==> config.mk <==
export PLATFORM = sky130hd
export DESIGN_NAME = gpio_port_ctrl
export DESIGN_NICKNAME = d
export VERILOG_FILES = /design/src/rtl/gpio_pkg.sv /design/src/rtl/gpio_sync.sv /design/src/rtl/gpio_regfile.sv /design/src/rtl/gpio_pad_ctrl.sv /design/src/rtl/gpio_port_ctrl.sv
export SDC_FILE = /design/constraint.sdc
export NUM_CORES = 1
export LEC_CHECK = 0
export BUFFER_PORTS_ARGS = -buffer_cell sky130_fd_sc_hd__buf_2
export CAP_MARGIN = 20
export CELL_PAD_IN_SITES_DETAIL_PLACEMENT = 0
export CELL_PAD_IN_SITES_GLOBAL_PLACEMENT = 1
export CORE_AREA = 5 5 75 77
export DETAILED_ROUTE_END_ITERATION = 10
export DIE_AREA = 0 0 80 82
export PLACE_DENSITY_LB_ADDON = 0.15
export SYNTH_ARGS = -nofsm -noshare
export SYNTH_HDL_FRONTEND = slang
export SYNTH_SLANG_ARGS = --single-unit
==> constraint.sdc <==
create_clock -name clk -period 1.7 [get_ports clk]
set_clock_uncertainty 0.1 [all_clocks]
set_input_delay 0.255 -clock clk [delete_from_list [all_inputs] [get_ports clk]]
set_output_delay 0.255 -clock clk [all_outputs]
set_load 0.02 [all_outputs]
==> src/rtl/gpio_pkg.sv <==
package gpio_pkg;
    localparam int ADDR_W = 3;

    typedef enum logic [ADDR_W-1:0] {
        REG_PORT = 3'd0,
        REG_DIR  = 3'd1,
        REG_PUEN = 3'd2,
        REG_OPT  = 3'd3,
        REG_BSET = 3'd4,
        REG_BCLR = 3'd5
    } reg_sel_e;
endpackage

==> src/rtl/gpio_sync.sv <==
module gpio_sync #(
    parameter int W      = 8,
    parameter int STAGES = 2
) (
    input  logic         clk,
    input  logic         rst_n,
    input  logic [W-1:0] d_async,
    output logic [W-1:0] q_sync
);
    logic [W-1:0] stg [STAGES];

    always_ff @(posedge clk or negedge rst_n) begin
        if (!rst_n) begin
            for (int s = 0; s < STAGES; s++) stg[s] <= '0;
        end else begin
            stg[0] <= d_async;
            for (int s = 1; s < STAGES; s++) stg[s] <= stg[s-1];
        end
    end

    assign q_sync = stg[STAGES-1];
endmodule

==> src/rtl/gpio_regfile.sv <==
module gpio_regfile
    import gpio_pkg::*;
#(
    parameter int W = 8
) (
    input  logic              clk,
    input  logic              rst_n,
    input  logic [ADDR_W-1:0] bus_addr,
    input  logic              bus_wr,
    input  logic [W-1:0]      bus_wdata,
    input  logic [W-1:0]      port_view,
    output logic [W-1:0]      dir_q,
    output logic [W-1:0]      latch_q,
    output logic [W-1:0]      puen_q,
    output logic              pu_off_q,
    output logic [W-1:0]      bus_rdata
);
    reg_sel_e sel;
    assign sel = reg_sel_e'(bus_addr);

    always_ff @(posedge clk or negedge rst_n) begin
        if (!rst_n) begin
            dir_q    <= '1;
            latch_q  <= '0;
            puen_q   <= '0;
            pu_off_q <= 1'b1;
        end else if (bus_wr) begin
            unique case (sel)
                REG_PORT: latch_q  <= bus_wdata;
                REG_DIR:  dir_q    <= bus_wdata;
                REG_PUEN: puen_q   <= bus_wdata;
                REG_OPT:  pu_off_q <= bus_wdata[0];
                REG_BSET: latch_q  <= port_view | bus_wdata;
                REG_BCLR: latch_q  <= port_view & ~bus_wdata;
                default:  ;
            endcase
        end
    end

    always_comb begin
        unique case (sel)
            REG_PORT: bus_rdata = port_view;
            REG_DIR:  bus_rdata = dir_q;
            REG_PUEN: bus_rdata = puen_q;
            REG_OPT:  bus_rdata = {{(W-1){1'b0}}, pu_off_q};
            default:  bus_rdata = '0;
        endcase
    end


    port_wr_chk: assert property (@(posedge clk) disable iff (!rst_n)
        (bus_wr && sel == REG_PORT) |=> latch_q == $past(bus_wdata));


    bset_rmw_chk: assert property (@(posedge clk) disable iff (!rst_n)
        (bus_wr && sel == REG_BSET) |=> latch_q == ($past(port_view) | $past(bus_wdata)));


    bclr_rmw_chk: assert property (@(posedge clk) disable iff (!rst_n)
        (bus_wr && sel == REG_BCLR) |=> latch_q == ($past(port_view) & ~$past(bus_wdata)));


    unused_addr_chk: assert property (@(posedge clk) disable iff (!rst_n)
        (bus_wr && bus_addr > 3'd5) |=>
            ($stable(latch_q) && $stable(dir_q) && $stable(puen_q) && $stable(pu_off_q)));
endmodule

==> src/rtl/gpio_pad_ctrl.sv <==
module gpio_pad_ctrl #(
    parameter int W       = 8,
    parameter int RST_BIT = 5
) (
    input  logic         clk,
    input  logic         rst_n,
    input  logic [W-1:0] dir_q,
    input  logic [W-1:0] latch_q,
    input  logic [W-1:0] puen_q,
    input  logic         pu_off_q,
    input  logic         rst_pin_mode,
    output logic [W-1:0] pad_oe,
    output logic [W-1:0] pad_out,
    output logic [W-1:0] pad_pu
);
    assign pad_out = latch_q;

    for (genvar i = 0; i < W; i++) begin : g_bit
        if (i == RST_BIT) begin : g_rst
            assign pad_oe[i] = 1'b0;
            assign pad_pu[i] = rst_pin_mode & ~pu_off_q;
        end else begin : g_io
            assign pad_oe[i] = ~dir_q[i];
            assign pad_pu[i] = puen_q[i] & dir_q[i] & ~pu_off_q;


            out_no_pu_chk: assert property (@(posedge clk) disable iff (!rst_n)
                pad_oe[i] |-> !pad_pu[i]);
        end
    end


    rst_pin_undriven_chk: assert property (@(posedge clk) disable iff (!rst_n)
        !dir_q[RST_BIT] |-> !pad_oe[RST_BIT]);


    global_pu_off_chk: assert property (@(posedge clk) disable iff (!rst_n)
        pu_off_q |-> pad_pu == '0);


    rst_pu_mode_chk: assert property (@(posedge clk) disable iff (!rst_n)
        (puen_q[RST_BIT] && !rst_pin_mode) |-> !pad_pu[RST_BIT]);
endmodule

==> src/rtl/gpio_port_ctrl.sv <==
module gpio_port_ctrl
    import gpio_pkg::*;
#(
    parameter int W           = 8,
    parameter int RST_BIT     = 5,
    parameter int SYNC_STAGES = 2
) (
    input  logic              clk,
    input  logic              rst_n,
    input  logic [ADDR_W-1:0] bus_addr,
    input  logic              bus_wr,
    input  logic [W-1:0]      bus_wdata,
    output logic [W-1:0]      bus_rdata,
    input  logic              rst_pin_mode,
    input  logic [W-1:0]      pin_in,
    output logic [W-1:0]      pad_oe,
    output logic [W-1:0]      pad_out,
    output logic [W-1:0]      pad_pu
);
    localparam logic [W-1:0] RST_MASK = W'(1) << RST_BIT;

    logic [W-1:0] pin_sync;
    logic [W-1:0] port_view;
    logic [W-1:0] dir_q, latch_q, puen_q;
    logic         pu_off_q;

    gpio_sync #(.W(W), .STAGES(SYNC_STAGES)) sync_i (
        .clk     (clk),
        .rst_n   (rst_n),
        .d_async (pin_in),
        .q_sync  (pin_sync)
    );

    assign port_view = rst_pin_mode ? (pin_sync & ~RST_MASK) : pin_sync;

    gpio_regfile #(.W(W)) regs_i (
        .clk       (clk),
        .rst_n     (rst_n),
        .bus_addr  (bus_addr),
        .bus_wr    (bus_wr),
        .bus_wdata (bus_wdata),
        .port_view (port_view),
        .dir_q     (dir_q),
        .latch_q   (latch_q),
        .puen_q    (puen_q),
        .pu_off_q  (pu_off_q),
        .bus_rdata (bus_rdata)
    );

    gpio_pad_ctrl #(.W(W), .RST_BIT(RST_BIT)) pads_i (
        .clk          (clk),
        .rst_n        (rst_n),
        .dir_q        (dir_q),
        .latch_q      (latch_q),
        .puen_q       (puen_q),
        .pu_off_q     (pu_off_q),
        .rst_pin_mode (rst_pin_mode),
        .pad_oe       (pad_oe),
        .pad_out      (pad_out),
        .pad_pu       (pad_pu)
    );


    rst_pin_reads_zero_chk: assert property (@(posedge clk) disable iff (!rst_n)
        rst_pin_mode |-> !port_view[RST_BIT]);


    read_tracks_sync_chk: assert property (@(posedge clk) disable iff (!rst_n)
        (!rst_pin_mode && bus_addr == 3'd0) |-> bus_rdata == pin_sync);
endmodule

==> metrics.csv, run 1 <==
stage,metric,value,unit
setup_path,crit path max fanout,2,
min_path,Hold Crit Class,in2reg,
synth,Synth top area share,0.423,
finish,# diodes,0,
route,TritonRoute pass-1 iters,4,
clocking,Sink Count,41,
placed_design,placed cells,274,
route,first-iteration detailed-routing DRC count,60,
grt,vias in the first global route,1547,
setup_path,FF-to-FF path depth,3,
pwr,leakage power,0.00124,uW
timing,FMAX,569,MHz
synth,Post-Syn Area per Cell,13.0,sq um
synth,register area share after synthesis,0.548,
status,failing checks,negative setup slack,
setup_path,Critical Path Source Type,register,
clocking,Root Buffer,clkbuf_8,
grt,initial antenna violation count,0,
clocking,CTS tree,done,
floorplan,area of the core,0.00494,sq mm
setup_path,WS Path Type,reg2out,
finish,NumNets Final,245,
setup_path,CP Data Required Time,1.34,ns
placed_design,dpl cell area,0.00232,sq mm
synth,Synth area leader,dfrtp_1,
floorplan,I/O Pins,55,
timing,RSZ-0062 raised after global routing,true,
finish,most frequent cells in the layout,"buf_2 (50), dfrtp_1 (32), mux2_2 (25)",
floorplan,die height,82,um
placed_design,Port Buffers,53,
synth,synthesized instance count,145,
status,status,finished with violations,
clocking,Longest Clk Path Bufs,2,
finish,Fillers,453,
synth,Synth Register Bits,41,
grt,gr usage total,0.150,
synth,Yosys cell types,28,
run,Max-Cap Viols,0,
setup_path,element type at the critical path end,output port,
clocking,Max H-tree Level,2,
route,post-route antenna net violation count,0,
grt,largest net degree at the start of global routing,42,
timing,final setup vio count,2,
synth,Synth warnings,0,
route,final wirelength,4.43,mm
timing,Slew Limit Fails,0,
setup_path,WP data arrival,1.40,ns
finish,"commonest non-fill, non-tap cell in the layout",buf_2,
finish,Layout area overhead,35.9,%
finish,Post-Layout Cell Count,293,
floorplan,initial core utilization,0.383,
min_path,WHS Path Cells,2,
finish,ratio of cells with drive above 1 in the final layout,0.543,
placed_design,hpwl dp,3.34,mm
timing,post-layout minimum cycle time,1.76,ns
pwr,Worst VDD drop,572,uV
pwr,Power per Cell Area,1080,mW/mm^2
timing,final setup margin,-0.0562,ns
synth,mapped cell area,0.00189,sq mm
route,DR WL/cell,15.1,um
timing,period utilisation layout,1.03,
clocking,CTS buffer count,5,
pwr,Tot Pwr,2780,uW
route,vias per cell,4.69,
synth,syn nets,168,
floorplan,row count,26,
timing,Hold Fails Final Rpt,0,
finish,final instance area,0.00257,sq mm
clocking,clk slew on worst S/H paths,0.08,ns
grt,first-pass GRT wire length,7.49,mm
synth,top post-synthesis cells by area,"dfrtp_1 (42%), mux2_2 (15%), dfstp_2 (13%)",
floorplan,Die W,80,um
clocking,clk_lat worst skew,0.28,ns
route,DRC viols,0,
route,vias,1373,
grt,total global routing overflow,0,
floorplan,DIE AREA,0.00656,sq mm
placed_design,Placer Congestion,0.755,
## metal layers
layer,global-route usage,vias to the layer above,part of all wire
met5,0,-,0
met1,0.188,681,0.44
met3,0.0428,5,0.064
li1,-,651,-
met2,0.256,36,0.49
met4,0.0355,0,0.0090
## area by class of cell
class / count / area, sq um / share of cell area
clock buffers: 7 / 86.3 / 0.0336
clock inverters: 1 / 30.0 / 0.0117
inverters: 7 / 26.3 / 0.0102
multi-input cells: 87 / 790 / 0.307
flip-flops and latches: 41 / 1040 / 0.403
well taps: 70 / 87.6 / 0.0341
repair buffers: 80 / 514 / 0.200
## timing repair
action                     in CTS  in global routing
hold endpoints to repair       40                  0
setup endpoints to repair       2                  4
resized for setup               2                  7
cloned                          0                  0
buffers inserted                2                  0
pin swaps                       1                  1
hold buffers                    9                  0
## state kept, by name, summed over array words and instances, names as in the netlist
signal	cells
regs_i.latch_q	8
sync_i.stg	8
regs_i.dir_q	8
regs_i.puen_q	8
regs_i.pu_off_q	1
sync_i.q_sync	8
## metrics by stage
step	setup TNS, ns	setup WS, ns	util	hold WS, ns
2_1_floorplan	0	0.00437	-	-0.141
3_3_place_gp	0	0.0706	0.469	0.139
3_5_place_dp	0	0.0428	0.469	0.141
4_1_cts	-0.162	-0.0979	0.514	0.135
5_1_grt	-0.251	-0.164	0.520	0.135
6_report	-0.0926	-0.0562	0.520	0.146
## where the power goes
group	total [uW]	internal (uW)	switching (uW)
Sequential	1250	1160	95.3
Combinational	739	346	393
Clock	791	479	312
## final timing paths
check / endpoint / from / slack (ns)
setup reg to reg: regs_i.latch_q[5] / sync_i.q_sync[5] / 0.44
hold reg to reg: sync_i.q_sync[1] / sync_i.stg[9] / 0.25
hold / removal: regs_i.puen_q[7] / bus_wdata[7] / 0.15
setup / recovery: bus_rdata[5] / sync_i.q_sync[5] / -0.06
max in group asynchronous: regs_i.pu_off_q / rst_n / 0.87
min in group asynchronous: regs_i.latch_q[3] / rst_n / 0.37
## cell usage after synthesis (all sizes together)
cell	number
a21oi	1
a221oi	1
a2bb2oi	6
and3b	2
buf	8
clkbuf	2
conb	1
dfrtp	32
dfstp	9
inv	7
mux2	25
mux2i	14
mux4	1
nand2	6
nand2b	1
nand3b	7
nand4b	1
nor2	12
nor2b	4
nor3b	2
nor4bb	1
or3b	1
or4bb	1
## cells by family after synthesis
family                 share of synthesized area
muxes                                      0.235
AOI/OAI and AO/OA                         0.0384
other                                    0.00198
DFF                                        0.548
buffers and inverters                     0.0489
and+or+nand+nor                            0.128
## critical path, cell delays in order, from the launching register on
cell and delay [ns]:
dfrtp_1 0.34, or3b_4 0.37, a221oi_2 0.23, buf_4 0.18
Power figures use the tool's default switching activity.
==> run 2: changes to the inputs <==
Settings changed: BUFFER_PORTS_ARGS -buffer_cell sky130_fd_sc_hd__buf_2 to not set, DONT_BUFFER_PORTS set to 1.
==> metrics.csv, run 2 (synthesis results as in run 1) <==
stage,metric,value,unit,change
timing,RSZ-0062 raised after global routing,true,,unchanged
timing,FMAX,575,MHz,was 569 MHz
setup_path,worst r2r src,sync_i.q_sync[5],,unchanged
route,first-iteration detailed-routing DRC count,37,,was 60
run,Max-Cap Viols,0,,unchanged
pwr,Power per Cell Area,1100,mW/mm^2,was 1080 mW/mm^2
finish,most frequent cells in the layout,"dfrtp_1 (32), mux2_2 (25), mux2i_1 (14)",,"was buf_2 (50), dfrtp_1 (32), mux2_2 (25)"
finish,final instance area,0.00227,sq mm,was 0.00257 sq mm
floorplan,Die W,80,um,unchanged
setup_path,Critical Path Source Type,register,,unchanged
clocking,Root Buffer,clkbuf_8,,unchanged
finish,ratio of cells with drive above 1 in the final layout,0.385,,was 0.543
pwr,Tot Pwr,2500,uW,was 2780 uW
min_path,Hold Crit Class,in2reg,,unchanged
clocking,CTS tree,done,,unchanged
setup_path,crit path max fanout,2,,unchanged
floorplan,I/O Pins,55,,unchanged
route,final wirelength,4.33,mm,was 4.43 mm
status,failing checks,negative setup slack,,unchanged
timing,period utilisation layout,1.02,,was 1.03
route,vias,1175,,"was 1,373"
grt,vias in the first global route,1313,,"was 1,547"
placed_design,dpl ws,0.188,ns,was 0.0428 ns
pwr,leakage power,0.000997,uW,was 0.00124 uW
placed_design,hpwl dp,3.05,mm,was 3.34 mm
clocking,Sink Count,41,,unchanged
setup_path,FF-to-FF path depth,3,,unchanged
placed_design,dpl cell area,0.00202,sq mm,was 0.00232 sq mm
timing,final setup margin,-0.0396,ns,was -0.0562 ns
floorplan,row count,26,,unchanged
grt,total global routing overflow,0,,unchanged
finish,"commonest non-fill, non-tap cell in the layout",dfrtp_1,,was buf_2
timing,post-layout minimum cycle time,1.74,ns,was 1.76 ns
route,TritonRoute pass-1 iters,3,,was 4
setup_path,WS Path Type,reg2out,,unchanged
setup_path,CP Data Required Time,1.34,ns,about the same
grt,met3 usage,0.0592,,was 0.0428
timing,Slew Limit Fails,0,,unchanged
floorplan,initial core utilization,0.383,,unchanged
route,DR WL/cell,18.1,um,was 15.1 um
grt,GR Util met1,0.167,,was 0.188
min_path,worst hold path startpoint,bus_wdata[7],,unchanged
floorplan,die height,82,um,unchanged
setup_path,element type at the critical path end,output port,,unchanged
floorplan,area of the core,0.00494,sq mm,unchanged
clocking,Longest Clk Path Bufs,2,,unchanged
clocking,CTS buffer count,5,,unchanged
grt,first-pass GRT wire length,7.00,mm,was 7.49 mm
route,DRC viols,0,,unchanged
floorplan,DIE AREA,0.00656,sq mm,unchanged
route,vias per cell,4.92,,was 4.69
status,status,finished with violations,,unchanged
finish,Layout area overhead,20.2,%,was 35.9%
pwr,Worst VDD drop,535,uV,was 572 uV
finish,Finished Core Util,0.460,,was 0.520
setup_path,CP startpoint,sync_i.q_sync[5],,unchanged
grt,largest net degree at the start of global routing,42,,unchanged
timing,final setup vio count,2,,unchanged
placed_design,Placer Congestion,0.726,,was 0.755
timing,Hold WS,0.0162,ns,was 0.146 ns
setup_path,WP data arrival,1.38,ns,was 1.40 ns
placed_design,Port Buffers,0,,was 53
grt,met2 Usage GRT,0.250,,was 0.256
route,post-route antenna net violation count,0,,unchanged
min_path,WHS Path Cells,1,,was 2
clocking,clk slew on worst S/H paths,0.07,ns,was 0.08 ns
finish,Fillers,479,,was 453
grt,GR peak layer,met2,,unchanged
clocking,clk_lat worst skew,0.28,ns,about the same
finish,# diodes,0,,unchanged
grt,initial antenna violation count,0,,unchanged
finish,NumNets Final,191,,was 245
clocking,Max H-tree Level,2,,unchanged
timing,Hold Fails Final Rpt,0,,unchanged
grt,gr usage total,0.145,,was 0.150
run 2: final timing paths:
path                                     end  slack [ns]
setup / recovery                bus_rdata[5]       -0.04
hold / removal              regs_i.puen_q[7]        0.02
setup reg to reg           regs_i.latch_q[5]        0.44
hold reg to reg             sync_i.q_sync[2]        0.26
max in group asynchronous    regs_i.dir_q[0]        0.90
min in group asynchronous   sync_i.q_sync[1]        0.34
run 2: area by class of cell:
type | instances | area (sq um) | share of cell area
sequential | 41 | 1040 | 0.456
timing repair buffer | 26 | 240 | 0.106
multi-input combinational | 87 | 790 | 0.347
clock buffer | 8 | 90.1 | 0.0396
tap | 70 | 87.6 | 0.0385
inverter | 7 | 28.8 | 0.0127
run 2: layer usage:
metal | vias up | part of all wire
met1 | 592 | 0.41
li1 | 544 | -
met3 | 5 | 0.084
met5 | - | 0
met2 | 34 | 0.50
met4 | 0 | 0.010
run 2: timing repair:
| action | 4_1_cts | 5_1_grt |
|---|---|---|
| pin swaps | 2 | 1 |
| gates cloned | 0 | 0 |
| setup endpoints to repair | 3 | 3 |
| hold buffers | 10 | 1 |
| endpoints found under the hold margin | 49 | 1 |
| setup buffers | 1 | 1 |
| gates resized for setup | 3 | 6 |
run 2: worst max-delay path, stage by stage, from the launching register on:
cell      delay (ns)
dfrtp_1         0.34
or3b_4          0.37
a221oi_2        0.22
buf_4           0.18
run 2: power breakdown:
| group | leakage [uW] | switching, uW | internal (uW) |
|---|---|---|---|
| Sequential | 0.000471 | 156 | 1160 |
| Combinational | 0.000480 | 282 | 259 |
| Clock | 0.0000455 | 309 | 331 |
run 2: per-stage QoR:
step	setup TNS, ns	std cells
3_5_place_dp	0	218
3_3_place_gp	0	218
5_1_grt	-0.140	239
2_1_floorplan	0	145
4_1_cts	-0.119	237
6_report	-0.0714	239
==> run 3: changes to the inputs <==
Settings changed: CORE_AREA 5 5 75 77 to 5 5 79 81, DIE_AREA 0 0 80 82 to 0 0 84 86, SETUP_SLACK_MARGIN set to 0.1, SYNTH_HIERARCHICAL set to 1.
==> metrics.csv, run 3 <==
stage,metric,value,unit,change
status,status,finished with violations,,unchanged
status,failing checks,negative setup slack,,unchanged
placed_design,dpl cell area,0.00210,sq mm,was 0.00202 sq mm
setup_path,Worst path slowest cell,mux4_2,,was or3b_4
floorplan,area of the core,0.00541,sq mm,was 0.00494 sq mm
synth,most numerous cell in the Yosys netlist,dfrtp_1,,unchanged
route,vias,1269,,"was 1,175"
synth,Synth top area share,0.384,,was 0.423
setup_path,WP depth,3,,unchanged
grt,gr usage total,0.136,,was 0.145
pwr,Power per Cell Area,1010,mW/mm^2,was 1100 mW/mm^2
floorplan,DIE AREA,0.00722,sq mm,was 0.00656 sq mm
synth,Synth warnings,6,,was 0
synth,Post-synth top cells,"dfrtp_1 (32), buf_4 (17), mux2_2 (17)",,"was dfrtp_1 (32), mux2_2 (25), mux2i_1 (14)"
setup_path,Critical Path Source Type,register,,unchanged
setup_path,FF-to-FF path depth,4,,was 3
finish,final instance area,0.00261,sq mm,was 0.00227 sq mm
finish,NumNets Final,216,,was 191
clocking,Max H-tree Level,2,,unchanged
finish,Fillers,513,,was 479
setup_path,worst path cell trace,"mux4_2, nor2b_4, buf_6",,"was or3b_4, a221oi_2, buf_4"
timing,Hold Fails Final Rpt,0,,unchanged
setup_path,crit path max fanout,2,,unchanged
finish,# diodes,0,,unchanged
grt,initial antenna violation count,0,,unchanged
placed_design,hpwl dp,3.09,mm,was 3.05 mm
floorplan,I/O Pins,55,,unchanged
finish,"commonest non-fill, non-tap cell in the layout",dfrtp_1,,unchanged
setup_path,buffer and inverter count on the worst path,1,,unchanged
min_path,hold endpoint,regs_i/puen_q[5],,was regs_i.puen_q[7]
timing,setup_tns,-0.0333,ns,was -0.0714 ns
finish,Post-Layout Cell Count,266,,was 239
route,TritonRoute pass-1 iters,4,,was 3
grt,largest net degree at the start of global routing,42,,unchanged
grt,first-pass GRT wire length,7.64,mm,was 7.00 mm
clocking,clk_lat worst skew,0.28,ns,about the same
min_path,worst hold path startpoint,bus_wdata[5],,was bus_wdata[7]
grt,vias in the first global route,1406,,"was 1,313"
route,post-route antenna net violation count,0,,unchanged
synth,synthesized instance count,162,,was 145
pwr,Tot Pwr,2630,uW,was 2500 uW
route,DRC viols,0,,unchanged
setup_path,WP data arrival,1.38,ns,about the same
min_path,Hold Crit Class,in2reg,,unchanged
setup_path,WS Path Type,reg2out,,unchanged
timing,final setup margin,-0.0333,ns,was -0.0396 ns
synth,Post-Syn Area per Cell,12.9,sq um,was 13.0 sq um
clocking,Root Buffer,clkbuf_8,,unchanged
setup_path,element type at the critical path end,output port,,unchanged
timing,Hold WS,0.0151,ns,was 0.0162 ns
setup_path,worst r2r src,sync_i/q_sync[4],,was sync_i.q_sync[5]
timing,RSZ-0062 raised after global routing,true,,unchanged
grt,total global routing overflow,0,,unchanged
synth,syn nets,185,,was 168
route,first-iteration detailed-routing DRC count,40,,was 37
setup_path,"CP delay by family, top",multiplexers,,was simple AND/OR/NAND/NOR gates
clocking,clk slew on worst S/H paths,0.08,ns,was 0.07 ns
floorplan,initial core utilization,0.385,,was 0.383
route,DR WL/cell,17.8,um,was 18.1 um
clocking,CTS buffer count,5,,unchanged
finish,most frequent cells in the layout,"dfrtp_1 (32), buf_4 (23), dlygate4sd3_1 (18)",,"was dfrtp_1 (32), mux2_2 (25), mux2i_1 (14)"
synth,ys async rst share,1.00,,unchanged
placed_design,Placer Congestion,0.736,,was 0.726
timing,period utilisation layout,1.02,,about the same
setup_path,CP Data Required Time,1.34,ns,about the same
setup_path,max incr delay on CP,0.46,ns,was 0.37 ns
synth,Most used DFF post-synth,dfrtp_1,,unchanged
synth,mapped cell area,0.00208,sq mm,was 0.00189 sq mm
route,final wirelength,4.74,mm,was 4.33 mm
placed_design,Port Buffers,0,,unchanged
pwr,Worst VDD drop,524,uV,was 535 uV
finish,Multi-input gate area,906,sq um,was 790 sq um
route,vias per cell,4.77,,was 4.92
timing,FMAX,577,MHz,was 575 MHz
placed_design,placed cells,225,,was 218
timing,post-layout minimum cycle time,1.73,ns,was 1.74 ns
synth,"EDFF count, synth",0,,unchanged
setup_path,Reg2Reg Setup Slack,0.55,ns,was 0.44 ns
finish,Layout area overhead,25.1,%,was 20.2%
floorplan,Die W,84,um,was 80 um
floorplan,die height,86,um,was 82 um
finish,sequential cell area,0.00104,sq mm,unchanged
synth,Synth area leader,dfrtp_1,,unchanged
synth,Synth Register Bits,41,,unchanged
min_path,WHS Path Cells,1,,unchanged
timing,Slew Limit Fails,0,,unchanged
floorplan,row count,27,,was 26
finish,ratio of cells with drive above 1 in the final layout,0.500,,was 0.385
synth,register area share after synthesis,0.498,,was 0.548
clocking,CTS tree,done,,unchanged
clocking,Sink Count,41,,unchanged
synth,top post-synthesis cells by area,"dfrtp_1 (38%), dfstp_2 (11%), mux2_2 (9.2%)",,"was dfrtp_1 (42%), mux2_2 (15%), dfstp_2 (13%)"
clocking,Longest Clk Path Bufs,2,,unchanged
synth,Yosys cell types,23,,was 28
timing,final setup vio count,1,,was 2
run,Max-Cap Viols,0,,unchanged
pwr,leakage power,0.00117,uW,was 0.000997 uW
setup_path,RR Endpoint,regs_i/latch_q[4],,was regs_i.latch_q[5]
==> run 3: changes by cell type in the layout (fill, tap and decap cells not counted), moves of 5 or more <==
cell and delta:
buf_4 +10, and3b_2 +7, mux2_2 -8, or2_4 +7, nor2_1 -12, dlygate4sd3_1 +8, mux2_4 +8, a2bb2oi_1 -6
buf_6 +5
==> run 3: report_power, final <==
part,total (uW),internal (uW),switching [uW]
Sequential,1300,1160,142
Combinational,724,408,316
Clock,610,292,318
Total,2630,1860,776
==> run 3: per-stage QoR <==
step                utilization  setup slack (ns)
finish                    0.482           -0.0333
global placement          0.389             0.262
CTS                       0.450           -0.0674
floorplan                     -             0.165
detailed placement        0.389             0.232
global route              0.482           -0.0909
==> run 3: metal layers <==
layer,part of all wire,global-route usage,up-vias
met3,0.067,0.0548,6
met1,0.42,0.159,633
met2,0.50,0.230,40
met4,0.011,0.0395,0
met5,0,0,-
li1,-,-,590
==> run 3: worst max-delay path by stage <==
stage	startpoint	end	slack [ns]
final	regs_i/pu_off_q	bus_rdata[0]	-0.03
after global routing	regs_i/puen_q[0]	bus_rdata[0]	-0.09
after CTS	sync_i/q_sync[0]	bus_rdata[0]	-0.07
after detailed placement	regs_i/puen_q[0]	bus_rdata[0]	0.23
after global placement	regs_i/puen_q[0]	bus_rdata[0]	0.26
after floorplan	sync_i/q_sync[5]	bus_rdata[5]	0.16
==> run 3: logic make-up after synthesis <==
kind of cell           after synthesis  share of synthesized area
muxes                               41                      0.232
DFF                                 41                      0.498
and+or+nand+nor                     39                      0.144
buffers and inverters               33                      0.107
AOI/OAI and AO/OA                    7                     0.0168
other                                1                    0.00180
==> run 3: cell type report <==
type                       count  share of cell area
multi-input combinational     88               0.348
sequential                    41               0.398
clock buffer                   8              0.0307
inverter                       7              0.0101
tap                           72              0.0346
timing repair buffer          50               0.179
==> run 3: worst reg2reg max path, delay by kind of cell, from the launching register on <==
family,cells,cell delay (ns)
flip-flops,1,0.39
multiplexers,2,0.35
buffers and inverters,1,0.13
AND/OR/NAND/NOR,1,0.07
==> run 3: timing repair <==
action                                  4_1_cts  5_1_grt
endpoints found under the setup margin       15       15
buffers inserted                              8        6
gates resized for setup                      23       12
cloned                                        0        0
pin swaps                                     7        7
hold buffers                                 12        7
endpoints found under the hold margin        51        7
